### src/rtl/spdif_tx_pkg.sv
package spdif_tx_pkg;

  localparam int SUBFRAME_BITS = 32;
  localparam int CELLS_PER_SF  = 2 * SUBFRAME_BITS;
  localparam int PRE_CELLS     = 8;
  localparam int SMP_MSB_POS   = 27;
  localparam int VALID_POS     = 28;
  localparam int CSTAT_POS     = 30;
  localparam int PARITY_POS    = 31;

  typedef enum logic [1:0] {PRE_B, PRE_M, PRE_W} preamble_e;

  // Cell pattern, bit 7 is the first cell in time, relative to a preceding 0.
  function automatic logic [7:0] preamble_cells(preamble_e p);
    case (p)
      PRE_B:   return 8'b1110_1000;
      PRE_M:   return 8'b1110_0010;
      default: return 8'b1110_0100;
    endcase
  endfunction

  // Returns {b27,b26,b25,b24} of channel status.
  function automatic logic [3:0] rate_field(logic dbl, logic [1:0] code);
    case (code)
      2'b00:   return {dbl, 3'b000};
      2'b10:   return {dbl, 3'b010};
      2'b11:   return {dbl, 3'b011};
      default: return 4'b0001;
    endcase
  endfunction

endpackage

### src/rtl/spdif_pair_buf.sv
module spdif_pair_buf #(
  parameter  int SAMPLE_W = 20,
  parameter  int NPAIR    = 4,
  localparam int SEL_W    = (NPAIR > 1) ? $clog2(NPAIR) : 1,
  localparam int PW       = 2 * SAMPLE_W
) (
  input  logic                  clk,
  input  logic                  rst_n,
  input  logic                  load,
  input  logic                  dbl,
  input  logic [SEL_W-1:0]      sel,
  input  logic [NPAIR*PW-1:0]   pair_bus,
  input  logic                  pop,
  input  logic                  ovr_clr,
  output logic [SAMPLE_W-1:0]   head_l,
  output logic [SAMPLE_W-1:0]   head_r,
  output logic                  head_vld,
  output logic                  overrun
);

  logic [PW-1:0] ent0_q, ent0_d, ent1_q, ent1_d;
  logic [PW-1:0] first_p, sel_p;
  logic [1:0]    cnt_q, cnt_d, remain;
  logic          ovr_q, ovr_d;

  always_comb begin
    first_p = pair_bus[0 +: PW];
    sel_p   = pair_bus[int'(sel) * PW +: PW];
    remain  = cnt_q - {1'b0, (pop && cnt_q != 2'd0)};
    ent0_d  = ent0_q;
    ent1_d  = ent1_q;
    cnt_d   = cnt_q;
    ovr_d   = ovr_q & ~ovr_clr;
    if (load) begin
      if (dbl) begin
        ent0_d = first_p;
        ent1_d = sel_p;
        cnt_d  = 2'd2;
      end else begin
        ent0_d = sel_p;
        cnt_d  = 2'd1;
      end
      if (remain != 2'd0) ovr_d = 1'b1;
    end else if (pop && cnt_q != 2'd0) begin
      ent0_d = ent1_q;
      cnt_d  = remain;
    end
  end

  always_ff @(posedge clk or negedge rst_n) begin
    if (!rst_n) begin
      ent0_q <= '0;
      ent1_q <= '0;
      cnt_q  <= 2'd0;
      ovr_q  <= 1'b0;
    end else begin
      ent0_q <= ent0_d;
      ent1_q <= ent1_d;
      cnt_q  <= cnt_d;
      ovr_q  <= ovr_d;
    end
  end

  assign head_l   = ent0_q[0 +: SAMPLE_W];
  assign head_r   = ent0_q[SAMPLE_W +: SAMPLE_W];
  assign head_vld = (cnt_q != 2'd0);
  assign overrun  = ovr_q;


  dbl_fill_chk: assert property (@(posedge clk) disable iff (!rst_n)
    load && dbl |=> cnt_q == 2'd2);

  ovr_set_chk: assert property (@(posedge clk) disable iff (!rst_n)
    load && cnt_q == 2'd2 |=> overrun);

  ovr_hold_chk: assert property (@(posedge clk) disable iff (!rst_n)
    overrun && !ovr_clr |=> overrun);

endmodule

### src/rtl/spdif_cs_gen.sv
module spdif_cs_gen import spdif_tx_pkg::*; #(
  parameter  int CS_LEN = 192,
  localparam int FW     = $clog2(CS_LEN)
) (
  input  logic [FW-1:0] frame_idx,
  input  logic          pro_use,
  input  logic          non_pcm,
  input  logic          copy_flag,
  input  logic          pre_emph,
  input  logic [6:0]    category,
  input  logic          gen_level,
  input  logic          dbl_rate,
  input  logic [1:0]    rate_code,
  output logic          cs_bit
);

  logic [31:0] cs_word;

  always_comb begin
    cs_word        = '0;
    cs_word[0]     = pro_use;
    cs_word[1]     = non_pcm;
    cs_word[2]     = ~copy_flag;
    cs_word[3]     = pre_emph;
    cs_word[14:8]  = category;
    cs_word[15]    = gen_level;
    cs_word[27:24] = rate_field(dbl_rate, rate_code);
    cs_bit         = (int'(frame_idx) < 32) ? cs_word[frame_idx[4:0]] : 1'b0;
  end

endmodule

### src/rtl/spdif_bmc_ser.sv
module spdif_bmc_ser import spdif_tx_pkg::*; #(
  parameter  int SAMPLE_W = 20,
  parameter  int CS_LEN   = 192,
  localparam int FW       = $clog2(CS_LEN),
  localparam int CW       = $clog2(CELLS_PER_SF)
) (
  input  logic                clk,
  input  logic                rst_n,
  input  logic                cell_en,
  input  logic [SAMPLE_W-1:0] head_l,
  input  logic [SAMPLE_W-1:0] head_r,
  input  logic                head_vld,
  input  logic                valid_bit,
  input  logic                cs_bit,
  output logic                pop,
  output logic [FW-1:0]       frame_idx,
  output logic                line
);

  logic [CW-1:0]            cell_q, cell_d;
  logic                     right_q, right_d;
  logic [FW-1:0]            frame_q, frame_d;
  logic [SUBFRAME_BITS-1:0] word_q, word_d, word_new;
  logic                     ref_q, ref_d, line_q, line_d;
  logic [SAMPLE_W-1:0]      rsmp_q, rsmp_d, smp_now;
  preamble_e                pre_q, pre_d, pre_now;
  logic [7:0]               pat;
  logic                     par;

  // Subframe assembled at the first cell of each subframe.
  always_comb begin
    smp_now  = right_q ? rsmp_q : (head_vld ? head_l : '0);
    pre_now  = right_q ? PRE_W : ((frame_q == '0) ? PRE_B : PRE_M);
    par      = ^{cs_bit, 1'b0, valid_bit, smp_now};
    word_new = '0;
    word_new[SMP_MSB_POS -: SAMPLE_W] = smp_now;
    word_new[VALID_POS]  = valid_bit;
    word_new[CSTAT_POS]  = cs_bit;
    word_new[PARITY_POS] = par;
  end

  always_comb begin
    cell_d  = cell_q;
    right_d = right_q;
    frame_d = frame_q;
    word_d  = word_q;
    ref_d   = ref_q;
    line_d  = line_q;
    rsmp_d  = rsmp_q;
    pre_d   = pre_q;
    pop     = 1'b0;
    pat     = preamble_cells((cell_q == '0) ? pre_now : pre_q);
    if (cell_en) begin
      if (cell_q == '0) begin
        word_d = word_new;
        pre_d  = pre_now;
        ref_d  = line_q;
        line_d = pat[7] ^ line_q;
        if (!right_q) begin
          pop    = head_vld;
          rsmp_d = head_vld ? head_r : '0;
        end
      end else if (int'(cell_q) < PRE_CELLS) begin
        line_d = pat[3'd7 - cell_q[2:0]] ^ ref_q;
      end else if (!cell_q[0]) begin
        line_d = ~line_q;
      end else begin
        line_d = line_q ^ word_q[cell_q[CW-1:1]];
      end
      if (cell_q == CW'(CELLS_PER_SF - 1)) begin
        cell_d  = '0;
        right_d = ~right_q;
        if (right_q)
          frame_d = (frame_q == FW'(CS_LEN - 1)) ? '0 : frame_q + 1'b1;
      end else begin
        cell_d = cell_q + 1'b1;
      end
    end
  end

  always_ff @(posedge clk or negedge rst_n) begin
    if (!rst_n) begin
      cell_q  <= '0;
      right_q <= 1'b0;
      frame_q <= '0;
      word_q  <= '0;
      ref_q   <= 1'b0;
      line_q  <= 1'b0;
      rsmp_q  <= '0;
      pre_q   <= PRE_B;
    end else begin
      cell_q  <= cell_d;
      right_q <= right_d;
      frame_q <= frame_d;
      word_q  <= word_d;
      ref_q   <= ref_d;
      line_q  <= line_d;
      rsmp_q  <= rsmp_d;
      pre_q   <= pre_d;
    end
  end

  assign line      = line_q;
  assign frame_idx = frame_q;


  bit_edge_chk: assert property (@(posedge clk) disable iff (!rst_n)
    cell_en && int'(cell_q) >= PRE_CELLS && !cell_q[0] |=> line_q != $past(line_q));

  frame_level_chk: assert property (@(posedge clk) disable iff (!rst_n)
    cell_en && cell_q == CW'(CELLS_PER_SF - 1) |=> line_q == ref_q);

  frame_range_chk: assert property (@(posedge clk) disable iff (!rst_n)
    int'(frame_q) < CS_LEN);

endmodule

### src/rtl/spdif_dr_tx.sv
module spdif_dr_tx import spdif_tx_pkg::*; #(
  parameter  int SAMPLE_W = 20,
  parameter  int NPAIR    = 4,
  parameter  int CS_LEN   = 192,
  localparam int SEL_W    = (NPAIR > 1) ? $clog2(NPAIR) : 1,
  localparam int FW       = $clog2(CS_LEN)
) (
  input  logic                        clk,
  input  logic                        rst_n,
  input  logic                        cell_en,
  input  logic                        frame_stb,
  input  logic [NPAIR*2*SAMPLE_W-1:0] link_pairs,
  input  logic [SEL_W-1:0]            pair_sel,
  input  logic                        dbl_rate,
  input  logic [1:0]                  rate_code,
  input  logic                        vld_ctl,
  input  logic                        force_invalid,
  input  logic                        non_pcm,
  input  logic                        pro_use,
  input  logic                        copy_flag,
  input  logic                        pre_emph,
  input  logic [6:0]                  category,
  input  logic                        gen_level,
  input  logic                        ovr_clr,
  output logic                        spdif_out,
  output logic                        overrun
);

  logic                rst_meta_q, rst_sync_n;
  logic [SAMPLE_W-1:0] head_l, head_r;
  logic                head_vld, pop, valid_bit, cs_bit;
  logic [FW-1:0]       frame_idx;

  always_ff @(posedge clk or negedge rst_n) begin
    if (!rst_n) begin
      rst_meta_q <= 1'b0;
      rst_sync_n <= 1'b0;
    end else begin
      rst_meta_q <= 1'b1;
      rst_sync_n <= rst_meta_q;
    end
  end

  assign valid_bit = vld_ctl | force_invalid | (rate_code == 2'b01);

  spdif_pair_buf #(.SAMPLE_W(SAMPLE_W), .NPAIR(NPAIR)) u_buf (
    .clk      (clk),
    .rst_n    (rst_sync_n),
    .load     (frame_stb),
    .dbl      (dbl_rate),
    .sel      (pair_sel),
    .pair_bus (link_pairs),
    .pop      (pop),
    .ovr_clr  (ovr_clr),
    .head_l   (head_l),
    .head_r   (head_r),
    .head_vld (head_vld),
    .overrun  (overrun)
  );

  spdif_cs_gen #(.CS_LEN(CS_LEN)) u_cs (
    .frame_idx (frame_idx),
    .pro_use   (pro_use),
    .non_pcm   (non_pcm),
    .copy_flag (copy_flag),
    .pre_emph  (pre_emph),
    .category  (category),
    .gen_level (gen_level),
    .dbl_rate  (dbl_rate),
    .rate_code (rate_code),
    .cs_bit    (cs_bit)
  );

  spdif_bmc_ser #(.SAMPLE_W(SAMPLE_W), .CS_LEN(CS_LEN)) u_ser (
    .clk       (clk),
    .rst_n     (rst_sync_n),
    .cell_en   (cell_en),
    .head_l    (head_l),
    .head_r    (head_r),
    .head_vld  (head_vld),
    .valid_bit (valid_bit),
    .cs_bit    (cs_bit),
    .pop       (pop),
    .frame_idx (frame_idx),
    .line      (spdif_out)
  );


  rst_quiet_chk: assert property (@(posedge clk) !rst_sync_n |-> !spdif_out && !overrun);

endmodule

### config.mk
export PLATFORM = sky130hd
export DESIGN_NAME = spdif_dr_tx
export DESIGN_NICKNAME = d
export VERILOG_FILES = /design/src/rtl/spdif_tx_pkg.sv /design/src/rtl/spdif_pair_buf.sv /design/src/rtl/spdif_cs_gen.sv /design/src/rtl/spdif_bmc_ser.sv /design/src/rtl/spdif_dr_tx.sv
export SDC_FILE = /design/constraint.sdc
export NUM_CORES = 1
export LEC_CHECK = 0
export CAP_MARGIN = 20
export CORE_MARGIN = 2
export CORE_UTILIZATION = 30
export CTS_CLUSTER_DIAMETER = 30
export DETAILED_ROUTE_END_ITERATION = 7
export MAX_ROUTING_LAYER = met4
export SLEW_MARGIN = 40
export SYNTH_ARGS = -nofsm -noshare
export SYNTH_HDL_FRONTEND = slang
export SYNTH_SLANG_ARGS = --single-unit
export TNS_END_PERCENT = 50
### constraint.sdc
create_clock -name clk -period 4.8 [get_ports clk]
set_input_delay 0.48 -clock clk [delete_from_list [all_inputs] [get_ports clk]]
set_output_delay 0.48 -clock clk [all_outputs]
set_load 0.005 [all_outputs]
==> results of run 1 <==
power by group through the flow:
stage,Combinational [mW],Sequential [mW],Clock (mW)
6_report,1.30,1.88,1.33
2_1_floorplan,1.03,1.75,0
4_1_cts,1.31,1.89,1.36
5_1_grt,1.46,1.93,1.41
3_5_place_dp,1.30,1.91,0
3_3_place_gp,1.28,1.90,0
area by class of cell:
type | instances | area share, %
inverter | 8 | 0.2680
sequential | 147 | 32.87
tap | 378 | 4.222
clock buffer | 18 | 3.831
multi-input combinational | 624 | 40.08
timing repair buffer | 198 | 17.39
clock inverter | 13 | 1.340
worst max-delay path by stage:
| stage | from | end | slack (ns) | cells past startpoint |
|---|---|---|---|---|
| floorplan | rst_sync_n | u_buf.cnt_q[0] | 0.40 | 0 |
| global placement | cell_en | u_buf.ent0_q[2] | 1.70 | 9 |
| detailed placement | cell_en | u_buf.ent0_q[8] | 1.61 | 9 |
| CTS | u_ser.cell_q[1] | u_buf.ent0_q[8] | 1.72 | 11 |
| global route | u_ser.cell_q[1] | u_buf.ent0_q[6] | 1.41 | 11 |
| finish | u_ser.cell_q[1] | u_buf.ent0_q[8] | 1.75 | 11 |
cells by family after synthesis:
group / Yosys count / synth area share (%)
and+or+nand+nor: 319 / 16.73
adders and majority gates: 5 / 0.7337
AOI/OAI and AO/OA: 165 / 12.14
buffers and inverters: 79 / 4.299
DFF: 147 / 43.14
other: 1 / 0.04398
muxes: 97 / 18.96
xor gates and xnor gates: 37 / 3.962
cell usage in the layout, fill, tap and decap left out, drive strengths merged, types with 3 or more instances in the layout:
master	Yosys	layout
nand4	4	4
a31oi	40	40
o21ai	43	43
xnor2	12	12
ha	5	5
nor2	33	33
mux2i	4	4
buf	28	17
nor3	7	7
nor2b	42	42
xor2	24	24
mux2	46	46
nand3	32	32
inv	8	12
a21oi	27	27
and3	3	3
a211oi	44	44
clkdlybuf4s50	0	181
a32oi	3	3
clkbuf	43	18
clkinv	0	5
mux4	47	47
nand2	186	186
dfrtp	147	147
metal layers:
layer,GRT usage (%),up-vias
met5,-,-
met4,3.846,0
met3,3.474,25
met2,25.74,172
met1,20.90,3272
li1,-,3319
sequential cells by signal, summed over array words and instances, names as in the netlist, 2 cells and up:
signal and flops:
u_buf.cnt_q 2, u_buf.ent0_q 40, u_buf.ent1_q 40, u_ser.cell_q 6, u_ser.frame_idx 8, u_ser.pre_q 2
u_ser.rsmp_q 20, u_ser.word_q 23
==> impl_metrics.ini, run 1 <==
[logic_synthesis]
synth_edf_count = 0
yosysMostFrequentCell = nand2_1
ys_seq_area_share_pct = 43.14
yosysWarnings = 0
synthFlopType = dfrtp_1
yosysTopAreaCellShare_pct = 43.14
synth_area_sq_mm = 0.008527
synth_cell_types = 48
syn_inst = 850
synthesis.nets = 1039
synth_seq_cells = 147
yosys-top-cells-count = 185 x nand2_1, 147 x dfrtp_1, 47 x mux4_2
yosysTopAreaCell = dfrtp_1
syn_avg_cell_area_sq_um = 10.03
async_reset_ff_share_pct = 100.0
synth.area.top_cells = dfrtp_1 43%, mux4_2 12%, nand2_1 8.1%

[clocking]
cts.repair.resized = 0
insertion_delay_ns = 0.43
cts_root_buf = clkbuf_16
clk_path_buf_depth = 2
ctsHoldBuffers = 0
clk_pin_slew_worst_paths_ns = 0.07
numCtsBuffers = 17
cts_setup_buffers = 0
cts_tree = done
cts.sinks = 147
htree_num_levels = 4

[critical_path]
reg2reg_to = u_buf.ent0_q[8]
worst-path-max-fanout = 28
r2r_start = u_ser.cell_q[1]
cp_num_buf_inv = 3
r2r_setup_slack_ns = 1.75
crit_top_cell = buf_4
worstPathArrival_ns = 3.32
start_kind = register
path_class = reg2reg
slowest_delay_ns = 0.58
crit_path_cell_trace = inv_1 -> ha_1 -> and3b_2 -> nand2_2 -> nor2_2 -> buf_4 -> and2_2 -> buf_4 -> nor2b_1 -> a211oi_1 -> a31oi_1
worst-r2r-cell-count = 11
cp.required_ns = 5.07
worst_setup_path_end_kind = register
critPathSlowestCell = dfrtp_1
path_delay_family = simple AND/OR/NAND/NOR gates

[pwr]
total_power_mw = 4.511
p_clk_share_pct = 29.4
swShare_pct = 32.68
seq_power_share_pct = 41.7
p_sw_mw = 1.474
combPwrFrac_pct = 28.8
power_per_cell_area_mw_per_mm2 = 402.6
p_leak_nw = 4.583
vdd_drop_max_mv = 0.2843
intPower_mw = 3.037

[timing]
fin_crit_sh_pct = 63.56
relSlewSlack_pct = 48.39
finalHoldWorstSlack_ns = 0.2084
hold_viol = 0
rsz0062_at_grt = false
setup_viol = 0
max_freq_mhz = 327.8
worst_slew_pin_slew_ns = 0.7742
final_max_slew_viol_count = 0
finalCriticalPeriod_ns = 3.051
skew_ns = 0.01303
fin_ws_ns = 1.749
tns_ns = 0

[worst_hold_path]
hold_class = in2async

[global_route]
grt.total_usage_pct = 16.09
antenna_found_initial = 0
overflow = 0
grt_pass1_vias = 6976
grt_start_max_net_pins = 84
grt_pass1_wl_mm = 37.30

[final_layout]
multi_input_area_sq_mm = 0.004491
fin_area_sq_mm = 0.01120
fin_util_pct = 40.22
final_cells = 1386
drive_gt1_share_pct = 15.18
diodes = 0
syn_to_final_growth_pct = 31.39
seqCellArea_sq_mm = 0.003682
n_fill_cell = 2686
nets = 1185

[floorplanning]
dieArea_sq_mm = 0.02979
num_io_pins = 186
die_w_um = 172.6
start_util_pct = 30.61
die_h_um = 172.6
coreArea_sq_mm = 0.02786
std_cell_rows = 61

[place]
portBuffers = 185
dp_slack_ns = 1.607
placed_area_sq_mm = 0.01060
place_inst = 1354
gp_congestion = 0.8034
hpwl_mm = 16.42

[detailed_routing]
highest_layer = met4
wl_met3_mm = 1.030
routed_wl_mm = 22.68
dr.pass1.iters = 5
via_count = 6788
vias_per_cell = 4.898
wl_met1_mm = 10.27
ant_nets = 0
route.met2.wl_mm = 11.04
wl_per_cell_um = 16.36
drt_iter0_markers = 360
drc = 0

[outcome]
status = complete, no violations

[job]
drv_cap = 0
Power figures use the tool's default switching activity.
==> inputs of run 2 (changes only) <==
Clock period 4.8 ns to 2.6 ns, I/O delays scaled along.
==> impl_metrics.ini, run 2 (same netlist as run 1, synthesis figures left out) <==
[pwr]
seq_power_share_pct = 38.9
power_per_cell_area_mw_per_mm2 = 750.3
total_power_mw = 8.554
p_leak_nw = 4.687
intPower_mw = 5.878
combPwrFrac_pct = 30.5
swShare_pct = 31.28
p_sw_mw = 2.676
vdd_drop_max_mv = 0.4041
p_clk_share_pct = 30.6

[timing]
hold_viol = 0
fin_crit_sh_pct = 87.51
final_max_slew_viol_count = 0
finalCriticalPeriod_ns = 2.275
setup_viol = 0
max_freq_mhz = 439.5
skew_ns = 0.01149
worst_slew_pin_slew_ns = 0.5869
relSlewSlack_pct = 60.54
rsz0062_at_grt = false
tns_ns = 0

[critical_path]
crit_path_cell_trace = nor3_4 -> and3b_2 -> nand2_2 -> nor2_2 -> and2_2 -> buf_12 -> nor2b_1 -> a211oi_1 -> a31oi_1
worst-r2r-cell-count = 9
slowest_delay_ns = 0.49
start_kind = register
worst-path-max-fanout = 63
path_delay_family = simple AND/OR/NAND/NOR gates
worstPathArrival_ns = 2.54
worst_setup_path_end_kind = register
worstSetupPathDepth = 9
cp_num_buf_inv = 1
path_class = reg2reg
critPathSlowestCell = dfrtp_1
cp.required_ns = 2.87

[final_layout]
layout_commonest_cell = nand2_1
syn_to_final_growth_pct = 33.70
final_cell_mix = 184 x nand2_1, 181 x clkdlybuf4s50_1, 146 x dfrtp_1, 47 x mux4_2, 46 x mux2_2
fin_area_sq_mm = 0.01140
top_regs = u_buf.ent0_q: 40 flops, u_buf.ent1_q: 40 flops, u_ser.word_q: 23 flops
drive_gt1_share_pct = 16.24
nets = 1198

[floorplanning]
start_util_pct = 30.61
coreArea_sq_mm = 0.02786
num_io_pins = 186
die_w_um = 172.6
dieArea_sq_mm = 0.02979
std_cell_rows = 61
die_h_um = 172.6

[global_route]
grt.total_usage_pct = 15.96
use_met2_pct = 25.45
grt_pass1_wl_mm = 37.31
overflow = 0
grtUsageMet1_pct = 20.67
met3_usage_pct = 3.540
grt_start_max_net_pins = 146
top_usage_layer = met2
antenna_found_initial = 1
grt_pass1_vias = 7118

[worst_hold_path]
hold_class = reg2async

[clocking]
numCtsBuffers = 17
cts_tree = done
clk_path_buf_depth = 2
cts.repair.resized = 0
cts_root_buf = clkbuf_16
insertion_delay_ns = 0.42
clk_pin_slew_worst_paths_ns = 0.07
htree_num_levels = 4
cts.sinks = 147

[detailed_routing]
routed_wl_mm = 22.60
drt_iter0_markers = 339
vias_per_cell = 4.845
drc = 0
via_count = 6792
ant_nets = 0
wl_per_cell_um = 16.12
dr.pass1.iters = 4

[place]
gp_congestion = 0.7979
portBuffers = 185
hpwl_mm = 16.13
placed_area_sq_mm = 0.01073

[outcome]
status = complete, no violations

[job]
drv_cap = 0
[run 2: cell types whose count changed in the layout (fill, tap and decap cells not counted), moves of 2 or more]
cell and change:
buf_4 +8, buf_12 +3, clkinv_2 +3, inv_6 -3, bufinv_16 +2, diode_2 +2
[run 2: timing repair]
item / 4_1_cts / 5_1_grt
setup endpoints to repair: 0 / 0
setup buffers: 0 / 0
hold buffers: 1 / 0
hold endpoints to repair: 2 / 0
[run 2: power groups by stage]
stage                     logic, mW  registers [mW]  clock network, mW
after floorplan                1.90            3.22                  0
after global placement         2.56            3.36                  0
after detailed placement       2.62            3.37                  0
after CTS                      2.63            3.33               2.66
after global routing           2.92            3.41               2.77
final                          2.61            3.33               2.62
[run 2: stage by stage]
stage                     std cells  setup WS, ns  hold WS, ns  util, %
after floorplan                 850        0.1612     -0.03559        -
final                          1402        0.3248       0.2970    40.93
after CTS                      1399        0.3020       0.3600    40.81
after detailed placement       1366        0.2718       0.3457    38.53
after global placement         1366        0.2579       0.3368    38.53
after global routing           1401       0.09965       0.3345    40.92
[run 2: worst register-to-register path, cell delays in order, from the launching register on]
cell and delay, ns:
dfrtp_1 0.49, nor3_4 0.25, and3b_2 0.25, nand2_2 0.08, nor2_2 0.12, and2_2 0.21, buf_12 0.25, nor2b_1 0.14
a211oi_1 0.24, a31oi_1 0.08
[run 2: final timing paths]
| kind | end | slack, ns | startpoint |
|---|---|---|---|
| worst min-delay path | u_buf.ent1_q[0] | 0.30 | rst_sync_n |
| worst max register to register | u_buf.ent0_q[18] | 0.32 | u_ser.cell_q[4] |
| worst max-delay path | u_buf.ent0_q[18] | 0.32 | u_ser.cell_q[4] |
| worst min register to register | u_buf.ent1_q[0] | 0.30 | rst_sync_n |
| max in group asynchronous | u_ser.word_q[12] | 1.54 | rst_sync_n |
| min in group clk | rst_sync_n | 0.35 | rst_meta_q |
[run 2: cell type report]
cell class                 count  area [sq um]
fill                        2716         16460
multi-input combinational    624          4486
sequential                   147          3682
timing repair buffer         211          2100
tap                          378         473.0
clock buffer                  19         442.9
clock inverter                13         182.7
inverter                       8         30.03
antenna                        2         5.005
[run 2: routing by layer]
layer  vias up  share of wire (%)  wire length (um)
met5         -                  0                 0
met4         0                1.3               289
met3        22                4.7              1058
met2       166                 48             10870
met1      3254                 46             10380
li1       3350                  -                 -
==> inputs of run 3 (changes only) <==
Settings changed: CAP_MARGIN 20 to 10.
==> results of run 3 <==
The final DEF is identical to that of run 2; final timing and power are the same.
